[config.mk]
export PLATFORM = sky130hd
export DESIGN_NAME = pmt_timer
export DESIGN_NICKNAME = d
export VERILOG_FILES = /design/src/rtl/pmt_pkg.sv /design/src/rtl/pmt_regs.sv /design/src/rtl/pmt_prescaler.sv /design/src/rtl/pmt_counter.sv /design/src/rtl/pmt_timer.sv
export SDC_FILE = /design/constraint.sdc
export NUM_CORES = 1
export LEC_CHECK = 0
export BUFFER_PORTS_ARGS = -buffer_cell sky130_fd_sc_hd__buf_2
export CAP_MARGIN = 20
export CORE_AREA = 2 2 110 112
export DETAILED_ROUTE_END_ITERATION = 10
export DIE_AREA = 0 0 112 114
export MAX_ROUTING_LAYER = met4
export SLEW_MARGIN = 20
export SYNTH_ARGS = -nofsm -noshare
export SYNTH_HDL_FRONTEND = slang
export SYNTH_SLANG_ARGS = --single-unit
[constraint.sdc]
create_clock -name clk -period 1.8 [get_ports clk]
set_input_delay 0.36 -clock clk [delete_from_list [all_inputs] [get_ports clk]]
set_output_delay 0.36 -clock clk [all_outputs]
set_load 0.05 [all_outputs]
[src/rtl/pmt_pkg.sv]
package pmt_pkg;

    localparam int DATA_W_DEF = 32;
    localparam int CNT_W_DEF  = 16;
    localparam int PS_W       = 3;
    localparam int PS_MAX     = 7;
    localparam int DIV_W      = PS_MAX;
    localparam int CTRL_W     = 8;

    typedef enum logic [1:0] {
        SEL_CTRL = 2'd0,
        SEL_CNT  = 2'd1,
        SEL_MOD  = 2'd2,
        SEL_INIT = 2'd3
    } reg_sel_e;

    localparam logic [1:0] CSEL_RUN = 2'd1;

    typedef struct packed {
        logic            tof;
        logic            toie;
        logic            rsv;
        logic [1:0]      csel;
        logic [PS_W-1:0] ps;
    } ctrl_t;

    // Terminal value of the divider for a given prescaler field: 2^ps - 1
    function automatic logic [DIV_W-1:0] div_limit(input logic [PS_W-1:0] ps);
        logic [DIV_W-1:0] lim;
        lim = '0;
        for (int i = 0; i < DIV_W; i++) begin
            if (i < int'(ps)) lim[i] = 1'b1;
        end
        return lim;
    endfunction

endpackage

[src/rtl/pmt_regs.sv]
module pmt_regs
    import pmt_pkg::*;
#(
    parameter int CNT_W  = CNT_W_DEF,
    parameter int DATA_W = DATA_W_DEF
) (
    input  logic              clk,
    input  logic              rst,
    input  logic              we,
    input  logic [1:0]        addr,
    input  logic [DATA_W-1:0] wdata,
    input  logic              ovf,
    output ctrl_t             ctrl,
    output logic              run,
    output logic              restart,
    output logic              ctrl_wr,
    output logic              cnt_wr,
    output logic [CNT_W-1:0]  mod_buf,
    output logic [CNT_W-1:0]  init_buf,
    output logic [CNT_W-1:0]  mod_act,
    output logic [CNT_W-1:0]  init_act
);

    ctrl_t wr_ctrl;

    always_comb begin
        wr_ctrl = ctrl_t'(wdata[CTRL_W-1:0]);
        ctrl_wr = we && (addr == SEL_CTRL);
        cnt_wr  = we && (addr == SEL_CNT);
        run     = (ctrl.csel == CSEL_RUN);
        restart = ctrl_wr && ((wr_ctrl.csel != ctrl.csel) || (wr_ctrl.ps != ctrl.ps));
    end

    always_ff @(posedge clk) begin
        if (rst) begin
            ctrl     <= '0;
            mod_buf  <= '0;
            init_buf <= '0;
            mod_act  <= '0;
            init_act <= '0;
        end else begin
            if (ctrl_wr) begin
                ctrl.csel <= wr_ctrl.csel;
                ctrl.ps   <= wr_ctrl.ps;
                ctrl.toie <= wr_ctrl.toie;
            end
            // a wrap in the same cycle beats a clearing write
            if (ovf)
                ctrl.tof <= 1'b1;
            else if (ctrl_wr && !wr_ctrl.tof)
                ctrl.tof <= 1'b0;

            if (we && addr == SEL_MOD)  mod_buf  <= wdata[CNT_W-1:0];
            if (we && addr == SEL_INIT) init_buf <= wdata[CNT_W-1:0];

            // shadow copies reach the counting logic only while stopped
            if (!run) begin
                mod_act  <= mod_buf;
                init_act <= init_buf;
            end
        end
    end

endmodule

[src/rtl/pmt_prescaler.sv]
module pmt_prescaler
    import pmt_pkg::*;
(
    input  logic            clk,
    input  logic            rst,
    input  logic            run,
    input  logic            restart,
    input  logic [PS_W-1:0] ps,
    output logic            tick
);

    logic [DIV_W-1:0] div_q;
    logic [DIV_W-1:0] lim;

    always_comb begin
        lim  = div_limit(ps);
        tick = run && !restart && (div_q == lim);
    end

    always_ff @(posedge clk) begin
        if (rst || restart || !run || tick)
            div_q <= '0;
        else
            div_q <= div_q + 1'b1;
    end

endmodule

[src/rtl/pmt_counter.sv]
module pmt_counter #(
    parameter int CNT_W = 16
) (
    input  logic             clk,
    input  logic             rst,
    input  logic             tick,
    input  logic             load,
    input  logic [CNT_W-1:0] limit,
    input  logic [CNT_W-1:0] start,
    output logic [CNT_W-1:0] cnt,
    output logic             ovf
);

    logic at_limit;

    always_comb begin
        at_limit = (cnt == limit);
        ovf      = tick && !load && at_limit;
    end

    always_ff @(posedge clk) begin
        if (rst)
            cnt <= '0;
        else if (load)
            cnt <= start;
        else if (tick)
            cnt <= at_limit ? start : cnt + 1'b1;
    end

endmodule

[src/rtl/pmt_timer.sv]
module pmt_timer
    import pmt_pkg::*;
#(
    parameter int CNT_W  = CNT_W_DEF,
    parameter int DATA_W = DATA_W_DEF
) (
    input  logic              clk,
    input  logic              rst,
    input  logic              reg_we,
    input  logic [1:0]        reg_addr,
    input  logic [DATA_W-1:0] reg_wdata,
    output logic [DATA_W-1:0] reg_rdata,
    output logic              irq
);

    localparam int CNT_PAD  = DATA_W - CNT_W;
    localparam int CTRL_PAD = DATA_W - CTRL_W;

    ctrl_t            ctrl;
    logic             run;
    logic             restart;
    logic             ctrl_wr;
    logic             cnt_wr;
    logic             tick;
    logic             ovf;
    logic [CNT_W-1:0] cnt;
    logic [CNT_W-1:0] mod_buf;
    logic [CNT_W-1:0] init_buf;
    logic [CNT_W-1:0] mod_act;
    logic [CNT_W-1:0] init_act;

    pmt_regs #(.CNT_W(CNT_W), .DATA_W(DATA_W)) u_regs (
        .clk      (clk),
        .rst      (rst),
        .we       (reg_we),
        .addr     (reg_addr),
        .wdata    (reg_wdata),
        .ovf      (ovf),
        .ctrl     (ctrl),
        .run      (run),
        .restart  (restart),
        .ctrl_wr  (ctrl_wr),
        .cnt_wr   (cnt_wr),
        .mod_buf  (mod_buf),
        .init_buf (init_buf),
        .mod_act  (mod_act),
        .init_act (init_act)
    );

    pmt_prescaler u_presc (
        .clk     (clk),
        .rst     (rst),
        .run     (run),
        .restart (restart),
        .ps      (ctrl.ps),
        .tick    (tick)
    );

    pmt_counter #(.CNT_W(CNT_W)) u_cnt (
        .clk   (clk),
        .rst   (rst),
        .tick  (tick),
        .load  (cnt_wr),
        .limit (mod_act),
        .start (init_act),
        .cnt   (cnt),
        .ovf   (ovf)
    );

    always_comb begin
        unique case (reg_addr)
            SEL_CTRL: reg_rdata = {{CTRL_PAD{1'b0}}, ctrl.tof, ctrl.toie, 1'b0, ctrl.csel, ctrl.ps};
            SEL_CNT:  reg_rdata = {{CNT_PAD{1'b0}}, cnt};
            SEL_MOD:  reg_rdata = {{CNT_PAD{1'b0}}, mod_buf};
            default:  reg_rdata = {{CNT_PAD{1'b0}}, init_buf};
        endcase
        irq = ctrl.tof && ctrl.toie;
    end

endmodule


==> results.sh, run 1 <==
export IMPL_place_gp_congestion=0.902
export IMPL_row_count=40
export IMPL_grt_pass1_wl_um=22600
export IMPL_seq_area_um2=1920
export IMPL_critPathLaunch="u_cnt.cnt[12]$_SDFFE_PP0P_"
export IMPL_areaGrowthSynthToFinish_pct=35.7
export IMPL_arrival_ps=2250
export IMPL_crit_path_end="u_cnt.cnt[4]$_SDFFE_PP0P_"
export IMPL_setup_slack_ps=-225
export IMPL_num_fill_cells=1089
export IMPL_drc=0
export IMPL_first_pass_iters=7
export IMPL_dieArea_um2=12800
export IMPL_r2r_end="u_cnt.cnt[4]$_SDFFE_PP0P_"
export IMPL_placed_cell_area_um2=5450
export IMPL_r2r_cells=7
export IMPL_yosysWarnings=0
export IMPL_utilization_pct=55.6
export IMPL_start_kind="flip-flop"
export IMPL_power_leakage_nw=2.41
export IMPL_synth_common_cells="nand2_1 (157), dfxtp_1 (94), a21oi_1 (83), clkbuf_1 (28), nor2_1 (20)"
export IMPL_fin_setup_tns_ps=-2620
export IMPL_ys_dominant_reg_cell="dfxtp_1"
export IMPL_slew_violations=0
export IMPL_io_buffers=37
export IMPL_cts_buffer_depth=2
export IMPL_htreeDepth=3
export IMPL_timing_reg2reg_setup_slack_ps=-220
export IMPL_clkTransAtPathRegs_ps=70
export IMPL_grt_pass1_vias=4321
export IMPL_synth_area_leaders="dfxtp_1 (39%), nand2_1 (12%), a21oi_1 (8.7%)"
export IMPL_clock_sinks=94
export IMPL_worst_slew_pin_slew_ps=676
export IMPL_failed_checks="setup timing"
export IMPL_antenna_found_initial=0
export IMPL_syn_inst=599
export IMPL_hold_slack_ps=256
export IMPL_netlist_area_um2=4800
export IMPL_r2r_start="u_cnt.cnt[12]$_SDFFE_PP0P_"
export IMPL_worst_slew_margin_rel_pct=54.9
export IMPL_required_ps=2020
export IMPL_worstPathMaxFanout=5
export IMPL_hold_buffers=0
export IMPL_cts_buffers=9
export IMPL_grt_usage_pct=22.7
export IMPL_vias_per_cell=5.54
export IMPL_design_area_um2=6510
export IMPL_setup_viol=25
export IMPL_powerDensity_nw_per_um2=840
export IMPL_multi_input_area_um2=2880
export IMPL_initial_utilization_pct=41.0
export IMPL_post_dp_hpwl_um=9500
export IMPL_grt_max_degree=81
export IMPL_cp_end_kind="flip-flop"
export IMPL_cts_tree="done"
export IMPL_vias=4673
export IMPL_nets=731
export IMPL_syn_avg_cell_area_um2=8.01
export IMPL_yosysUniqueCellTypes=55
export IMPL_ant_nets=0
export IMPL_fin_skew_ps=5.76
export IMPL_hold_path_class="input port to flip-flop"
export IMPL_power_mw=5.47
export IMPL_synthArstFlopShare_pct=0
export IMPL_antenna_cells=0
export IMPL_grt_ovfl_total=0
export IMPL_timing_hold_violations_final=0
export IMPL_peakVddDrop_mv=0.554
export IMPL_synth_edff_count=0
export IMPL_worstHoldStart="reg_wdata[15]"
export IMPL_yosysMostFrequentCell="nand2_1"
export IMPL_synth_top_area_share_pct=39.2
export IMPL_rsz0062_at_grt="yes"
export IMPL_drive_gt1_share_pct=33.7
export IMPL_post_route_period_util_pct=112
export IMPL_crit_type="flip-flop to flip-flop"
export IMPL_fp_coreArea_um2=11700
export IMPL_routedWlPerCell_um=17.0
export IMPL_max_freq_mhz=494
export IMPL_die_w_um=112
export IMPL_status="finished, violations left"
export IMPL_drv_cap=0
export IMPL_yosysSeqAreaShare_pct=39.2
export IMPL_ys_ff_latch=94
export IMPL_wirelength_um=14400
export IMPL_die_h_um=114
export IMPL_fin_crit_ps=2020
export IMPL_clock_latency_ps=350
export IMPL_num_io_pins=70
export IMPL_initialDrtViolationCount=470
export IMPL_root_buffer="clkbuf_16"
export IMPL_yosys_area_top_type="dfxtp_1"
## final cells by class
| class | count | area share [%] |
|---|---|---|
| Inverter | 3 | 0.173 |
| Sequential cell | 94 | 29.5 |
| Multi-Input combinational cell | 456 | 44.2 |
| Tap cell | 147 | 2.83 |
| Timing Repair Buffer | 128 | 17.6 |
| Clock buffer | 10 | 3.52 |
| Clock inverter | 6 | 2.15 |
## sequential cells by signal, summed over array words and instances, names as in the netlist
name             cells
u_cnt.cnt           16
u_presc.div_q        7
u_regs.ctrl          7
u_regs.init_act     16
u_regs.init_buf     16
u_regs.mod_act      16
u_regs.mod_buf      16
## cell families (layout without fill, tap and decap cells)
| kind of cell | Yosys count | after routing | synth area share (%) |
|---|---|---|---|
| other | 1 | 16 | 0.0782 |
| AO/OA/AOI/OAI | 145 | 145 | 18.6 |
| AND/OR/NAND/NOR | 248 | 249 | 23.3 |
| buffers and inverters | 65 | 147 | 7.61 |
| adder cells (fa/ha/maj) | 2 | 2 | 0.521 |
| XOR/XNOR | 24 | 24 | 4.38 |
| multiplexers | 20 | 20 | 6.31 |
| flip-flops | 94 | 94 | 39.2 |
## cells in the final DEF (no fill, tap or decap), types with 8 or more instances in the layout
cell | netlist | layout
buf_2 | 7 | 21
buf_6 | 6 | 34
buf_8 | 0 | 9
dfxtp_1 | 94 | 69
conb_1 | 1 | 16
nand3_1 | 19 | 18
nor2_1 | 20 | 20
dfxtp_2 | 0 | 21
a22o_1 | 9 | 8
o21ai_2 | 1 | 8
nand4_1 | 8 | 8
buf_4 | 18 | 61
clkbuf_16 | 0 | 10
nand2_1 | 157 | 155
a21oi_1 | 83 | 79
o21ai_0 | 15 | 8
xnor2_1 | 19 | 13
## power by group
part	leakage, nW	total [mW]	switching, mW	internal, mW
combinational	1.46	0.922	0.521	0.401
sequential	0.775	2.18	0.0494	2.13
clock	0.179	2.37	0.854	1.51
## what timing repair did
action,4_1_cts,5_1_grt
pin swaps,32,40
setup endpoints to repair,33,40
gates cloned,1,1
setup buffers,10,9
gates resized for setup,103,48
## per-stage QoR
stage / worst slack [ps] / cells
2_1_floorplan: -131 / 614
3_3_place_gp: -210 / 808
3_5_place_dp: -255 / 808
4_1_cts: -197 / 834
5_1_grt: -293 / 844
6_report: -225 / 844
## worst max-delay path: stages, from the launching register on
cell      delay [ps]
dfxtp_2          370
xnor2_1          120
nand4_1          190
nor4_4           350
buf_4            200
mux2_4           320
a221oi_4         280
a21oi_2           70
## worst min path at each step
| stage | endpoint | slack (ps) | depth (start not counted) |
|---|---|---|---|
| detailed placement | u_regs.init_act[9]$_SDFFE_PP0P_ | 440 | 2 |
| floorplan | u_regs.init_act[11]$_SDFFE_PP0P_ | 430 | 2 |
| finish | u_regs.mod_buf[15]$_SDFFE_PP0P_ | 260 | 3 |
| CTS | u_regs.mod_buf[13]$_SDFFE_PP0P_ | 250 | 3 |
| global placement | u_regs.init_act[9]$_SDFFE_PP0P_ | 440 | 2 |
| global route | u_regs.init_buf[9]$_SDFFE_PP0P_ | 260 | 3 |
## per-layer routing
metal,up-vias,track usage (%),wire length [µm]
met1,2217,30.7,6520
met4,0,7.15,269
met3,27,3.08,754
met2,186,35.6,6840
li1,2243,-,-
met5,-,-,0
No activity file was read; power rests on OpenSTA's default activity.
==> run 2: changes to the inputs <==
- CORE_AREA: 2 2 110 112 -> 2 2 99 125
- DIE_AREA: 0 0 112 114 -> 0 0 101 127
- RECOVER_POWER: unset -> 25
==> run 2 against run 1 <==
The run still ends with setup timing left. Highest routed layer unchanged. Global-route usage increased by 0.56 points. Total power decreased by 4.5%. Largest cell class unchanged. Design area decreased by 1.1%. Critical path type unchanged. Largest power group is now registers.
==> results.sh, run 2 (synthesized netlist as in run 1, its figures left out) <==
export IMPL_status="finished, violations left"
export IMPL_failed_checks="setup timing"
export IMPL_design_area_um2=6440
export IMPL_peakVddDrop_mv=0.470
export IMPL_grt_max_degree=76
export IMPL_cp_end_kind="flip-flop"
export IMPL_cts_tree="done"
export IMPL_grt_pass1_vias=4419
export IMPL_first_pass_iters=7
export IMPL_rsz0062_at_grt="yes"
export IMPL_holdPathStages=3
export IMPL_seq_area_um2=1920
export IMPL_ant_nets=0
export IMPL_fp_coreArea_um2=11600
export IMPL_place_gp_congestion=0.908
export IMPL_cts_buffers=9
export IMPL_grt_ovfl_total=0
export IMPL_post_route_period_util_pct=114
export IMPL_grt_pass1_wl_um=22900
export IMPL_cts_buffer_depth=2
export IMPL_hold_slack_ps=257
export IMPL_worstHoldStart="reg_wdata[11]"
export IMPL_die_w_um=101
export IMPL_num_io_pins=70
export IMPL_arrival_ps=2270
export IMPL_wirelength_um=14100
export IMPL_final_common_cell="nand2_1"
export IMPL_worst_slew_pin_slew_ps=685
export IMPL_slew_violations=0
export IMPL_setup_slack_ps=-246
export IMPL_clock_latency_ps=350
export IMPL_hold_path_class="input port to flip-flop"
export IMPL_worst_slew_margin_rel_pct=54.3
export IMPL_placed_cell_area_um2=5440
export IMPL_root_buffer="clkbuf_16"
export IMPL_row_count=44
export IMPL_r2r_end="u_cnt.cnt[4]$_SDFFE_PP0P_"
export IMPL_grt_usage_pct=23.3
export IMPL_clkTransAtPathRegs_ps=70
export IMPL_start_kind="flip-flop"
export IMPL_dieArea_um2=12800
export IMPL_io_buffers=37
export IMPL_r2r_start="u_cnt.cnt[9]$_SDFFE_PP0P_"
export IMPL_worstPathMaxFanout=4
export IMPL_vias=4652
export IMPL_hold_buffers=0
export IMPL_required_ps=2020
export IMPL_min_to="u_regs.mod_buf[11]$_SDFFE_PP0P_"
export IMPL_antenna_cells=0
export IMPL_routedWlPerCell_um=16.9
export IMPL_timing_reg2reg_setup_slack_ps=-250
export IMPL_r2r_cells=7
export IMPL_drv_cap=0
export IMPL_setup_viol=33
export IMPL_fin_skew_ps=6.00
export IMPL_num_fill_cells=1030
export IMPL_crit_type="flip-flop to flip-flop"
export IMPL_drive_gt1_share_pct=32.2
export IMPL_mostFrequentLayoutCells="nand2_1 (156), a21oi_1 (81), dfxtp_1 (71), buf_4 (59), buf_6 (35)"
export IMPL_utilization_pct=55.7
export IMPL_initialDrtViolationCount=401
export IMPL_vias_per_cell=5.56
export IMPL_multi_input_area_um2=2860
export IMPL_initial_utilization_pct=41.5
export IMPL_power_leakage_nw=2.38
export IMPL_powerDensity_nw_per_um2=811
export IMPL_htreeDepth=3
export IMPL_post_dp_hpwl_um=9260
export IMPL_timing_hold_violations_final=0
export IMPL_die_h_um=127
export IMPL_drc=0
export IMPL_areaGrowthSynthToFinish_pct=34.1
export IMPL_fin_setup_tns_ps=-3950
export IMPL_fin_crit_ps=2050
export IMPL_nets=732
export IMPL_clock_sinks=94
export IMPL_antenna_found_initial=0
export IMPL_max_freq_mhz=489
run 2: layout make-up:
cell class / instances / share of cell area (%)
Sequential cell: 94 / 29.9
Clock buffer: 9 / 3.50
Tap cell: 138 / 2.68
Multi-Input combinational cell: 456 / 44.4
Clock inverter: 7 / 1.63
Inverter: 3 / 0.175
Timing Repair Buffer: 129 / 17.7
run 2: worst max-delay path by stage:
stage	start	endpoint	slack, ps	cells past startpoint
4_1_cts	u_regs.mod_act[5]$_SDFFE_PP0P_	u_cnt.cnt[4]$_SDFFE_PP0P_	-230	7
3_5_place_dp	reg_wdata[2]	u_cnt.cnt[11]$_SDFFE_PP0P_	-340	7
2_1_floorplan	u_cnt.cnt[7]$_SDFFE_PP0P_	u_cnt.cnt[12]$_SDFFE_PP0P_	-130	8
3_3_place_gp	reg_wdata[2]	u_cnt.cnt[11]$_SDFFE_PP0P_	-280	7
6_report	u_cnt.cnt[9]$_SDFFE_PP0P_	u_cnt.cnt[4]$_SDFFE_PP0P_	-250	7
5_1_grt	u_cnt.cnt[9]$_SDFFE_PP0P_	u_cnt.cnt[4]$_SDFFE_PP0P_	-320	7
run 2: through the flow:
stage                     instances  total power [mW]  setup WS (ps)
final                           836              5.22           -246
after global routing            836              5.41           -318
after CTS                       832              5.25           -227
after detailed placement        797              2.92           -336
after global placement          797              2.91           -280
after floorplan                 614              2.73           -131
run 2: power by group:
part | internal, mW | switching (mW) | total [mW] | leakage, nW
combinational | 0.416 | 0.528 | 0.944 | 1.45
sequential | 2.12 | 0.0468 | 2.17 | 0.774
clock | 1.24 | 0.866 | 2.10 | 0.159
total | 3.78 | 1.44 | 5.22 | 2.38
run 2: worst max-delay path, stage by stage, from the launching register on:
cell	delay (ps)
dfxtp_2	340
xnor2_2	190
nand4_1	170
nor4_4	380
buf_4	200
mux2_4	300
a221oi_2	240
a21oi_1	90
run 2: metal layers:
layer / wire (µm) / GRT usage, %
met1: 6050 / 30.0
met2: 6890 / 36.7
met3: 762 / 3.01
met4: 428 / 9.86
met5: 0 / -
run 2: timing repair:
item,in CTS,in global routing
gates cloned,3,0
endpoints found under the setup margin,40,39
resized for setup,107,42
hold endpoints to repair,0,0
buffers inserted,16,8
pin swaps,28,24
==> run 3: changes to the inputs <==
- CELL_PAD_IN_SITES_DETAIL_PLACEMENT: unset -> 0
- CELL_PAD_IN_SITES_GLOBAL_PLACEMENT: unset -> 1
- CORE_AREA: 2 2 99 125 -> 2 2 104 131
- DIE_AREA: 0 0 101 127 -> 0 0 106 133
- PLACE_DENSITY_LB_ADDON: unset -> 0.1
==> run 3 against run 2 <==
The flow still finishes with violations (setup timing). Routed wire length increased by 3.4%. Combinational power decreased by 11%. Sequential power about the same. Register-to-register slack improved by 90 ps. Critical endpoint unchanged. Largest cell class unchanged.
==> results.sh, run 3 (synthesized netlist as in run 1, its figures left out) <==
export IMPL_status="finished, violations left"
export IMPL_failed_checks="setup timing"
export IMPL_peakVddDrop_mv=0.417
export IMPL_worstPathMaxFanout=6
export IMPL_cp_end_kind="flip-flop"
export IMPL_crit_type="flip-flop to flip-flop"
export IMPL_preCtsSetupSlack_ps=-329
export IMPL_drc=0
export IMPL_grt_ovfl_total=0
export IMPL_hold_path_class="input port to flip-flop"
export IMPL_dp_cells=835
export IMPL_dieArea_um2=14100
export IMPL_cp_top_family="compound AO/OA/AOI/OAI gates"
export IMPL_fin_skew_ps=8.42
export IMPL_r2r_cells=9
export IMPL_cts_buffer_depth=2
export IMPL_mostFrequentLayoutCells="nand2_1 (155), a21oi_1 (80), dfxtp_1 (69), buf_4 (61), buf_6 (31)"
export IMPL_hold_slack_ps=252
export IMPL_clock_latency_ps=350
export IMPL_worst_slew_pin_slew_ps=588
export IMPL_initial_utilization_pct=36.9
export IMPL_fp_coreArea_um2=13000
export IMPL_routedWlPerCell_um=16.8
export IMPL_areaGrowthSynthToFinish_pct=34.4
export IMPL_p_int_mw=3.69
export IMPL_root_buffer="clkbuf_16"
export IMPL_swShare_pct=27.7
export IMPL_design_area_um2=6450
export IMPL_fin_setup_tns_ps=-2040
export IMPL_nets=730
export IMPL_drive_gt1_share_pct=33.5
export IMPL_clkTransAtPathRegs_ps=70
export IMPL_crit_slowest_cell="dfxtp_4"
export IMPL_initialDrtViolationCount=350
export IMPL_drv_cap=0
export IMPL_utilization_pct=49.6
export IMPL_row_count=47
export IMPL_ant_nets=0
export IMPL_placed_cell_area_um2=5520
export IMPL_rsz0062_at_grt="yes"
export IMPL_start_kind="flip-flop"
export IMPL_htreeDepth=3
export IMPL_worstPathCellList="buf_6 > buf_6 > nand4_1 > a21oi_2 > a211o_1 > and4b_4 > buf_6 > a221oi_2 > a21oi_1"
export IMPL_p_sw_mw=1.41
export IMPL_wirelength_um=14600
export IMPL_p_clk_share_pct=40.9
export IMPL_max_freq_mhz=512
export IMPL_holdPathStages=3
export IMPL_slowest_delay_ps=380
export IMPL_sequentialPowerShare_pct=42.6
export IMPL_grt_usage_pct=21.9
export IMPL_die_h_um=133
export IMPL_clock_sinks=94
export IMPL_first_pass_iters=5
export IMPL_required_ps=2030
export IMPL_final_common_cell="nand2_1"
export IMPL_cp_common_cell="buf_6"
export IMPL_crit_buf_inv=3
export IMPL_antenna_cells=0
export IMPL_num_io_pins=70
export IMPL_io_buffers=37
export IMPL_power_mw=5.10
export IMPL_post_dp_hpwl_um=10400
export IMPL_worst_path_stages=9
export IMPL_slew_violations=0
export IMPL_grt_pass1_vias=4377
export IMPL_worst_slew_margin_rel_pct=60.6
export IMPL_cts_tree="done"
export IMPL_power_leakage_nw=2.39
export IMPL_setup_slack_ps=-153
export IMPL_vias_per_cell=5.28
export IMPL_timing_hold_violations_final=0
export IMPL_die_w_um=106
export IMPL_grt_max_degree=72
export IMPL_fin_crit_ps=1950
export IMPL_powerDensity_nw_per_um2=791
export IMPL_setup_viol=24
export IMPL_arrival_ps=2180
export IMPL_layout_cells_non_filler=867
export IMPL_place_gp_congestion=0.843
export IMPL_cts_buffers=9
export IMPL_antenna_found_initial=0
export IMPL_vias=4582
export IMPL_grt_pass1_wl_um=23300
export IMPL_post_route_period_util_pct=108
export IMPL_comb_power_share_pct=16.4
[run 3: final timing paths]
path,from,to,slack (ps)
min reg2reg,u_regs.init_act[1]$_SDFFE_PP0P_,u_regs.init_act[1]$_SDFFE_PP0P_,460
min,reg_wdata[9],u_regs.init_buf[9]$_SDFFE_PP0P_,250
max reg2reg,u_regs.ctrl[0]$_SDFFE_PP0P_,u_cnt.cnt[4]$_SDFFE_PP0P_,-150
max,u_regs.ctrl[0]$_SDFFE_PP0P_,u_cnt.cnt[4]$_SDFFE_PP0P_,-150
[run 3: layer usage]
layer / share of wire, % / vias to the layer above / global-route usage (%)
li1: - / 2256 / -
met5: 0 / - / -
met4: 2.0 / 0 / 8.70
met3: 4.3 / 20 / 2.86
met1: 45 / 2173 / 29.0
met2: 49 / 133 / 33.8
[run 3: power by group through the flow]
stage / Combinational, mW / Sequential, mW / Clock (mW)
2_1_floorplan: 0.525 / 2.21 / 0
3_3_place_gp: 0.712 / 2.22 / 0
3_5_place_dp: 0.717 / 2.22 / 0
4_1_cts: 0.805 / 2.17 / 2.13
5_1_grt: 0.897 / 2.18 / 2.23
6_report: 0.837 / 2.18 / 2.09
[run 3: worst min-delay path, cell delays in order]
cell and delay [ps]:
buf_2 100, nand2_1 50, a21oi_1 50
[run 3: area by class of cell]
| cell class | instances | area, µm² |
|---|---|---|
| multi-input combinational | 456 | 2850 |
| inverter | 3 | 11.3 |
| sequential | 94 | 1920 |
| clock buffer | 9 | 225 |
| timing repair buffer | 127 | 1140 |
| tap | 171 | 214 |
| fill | 1270 | 6550 |
| clock inverter | 7 | 96.3 |
[run 3: timing repair]
action,4_1_cts,5_1_grt
endpoints found under the setup margin,40,40
setup buffers,9,7
hold buffers,0,0
gates resized for setup,102,40
pin swaps,32,26
cloned,1,0
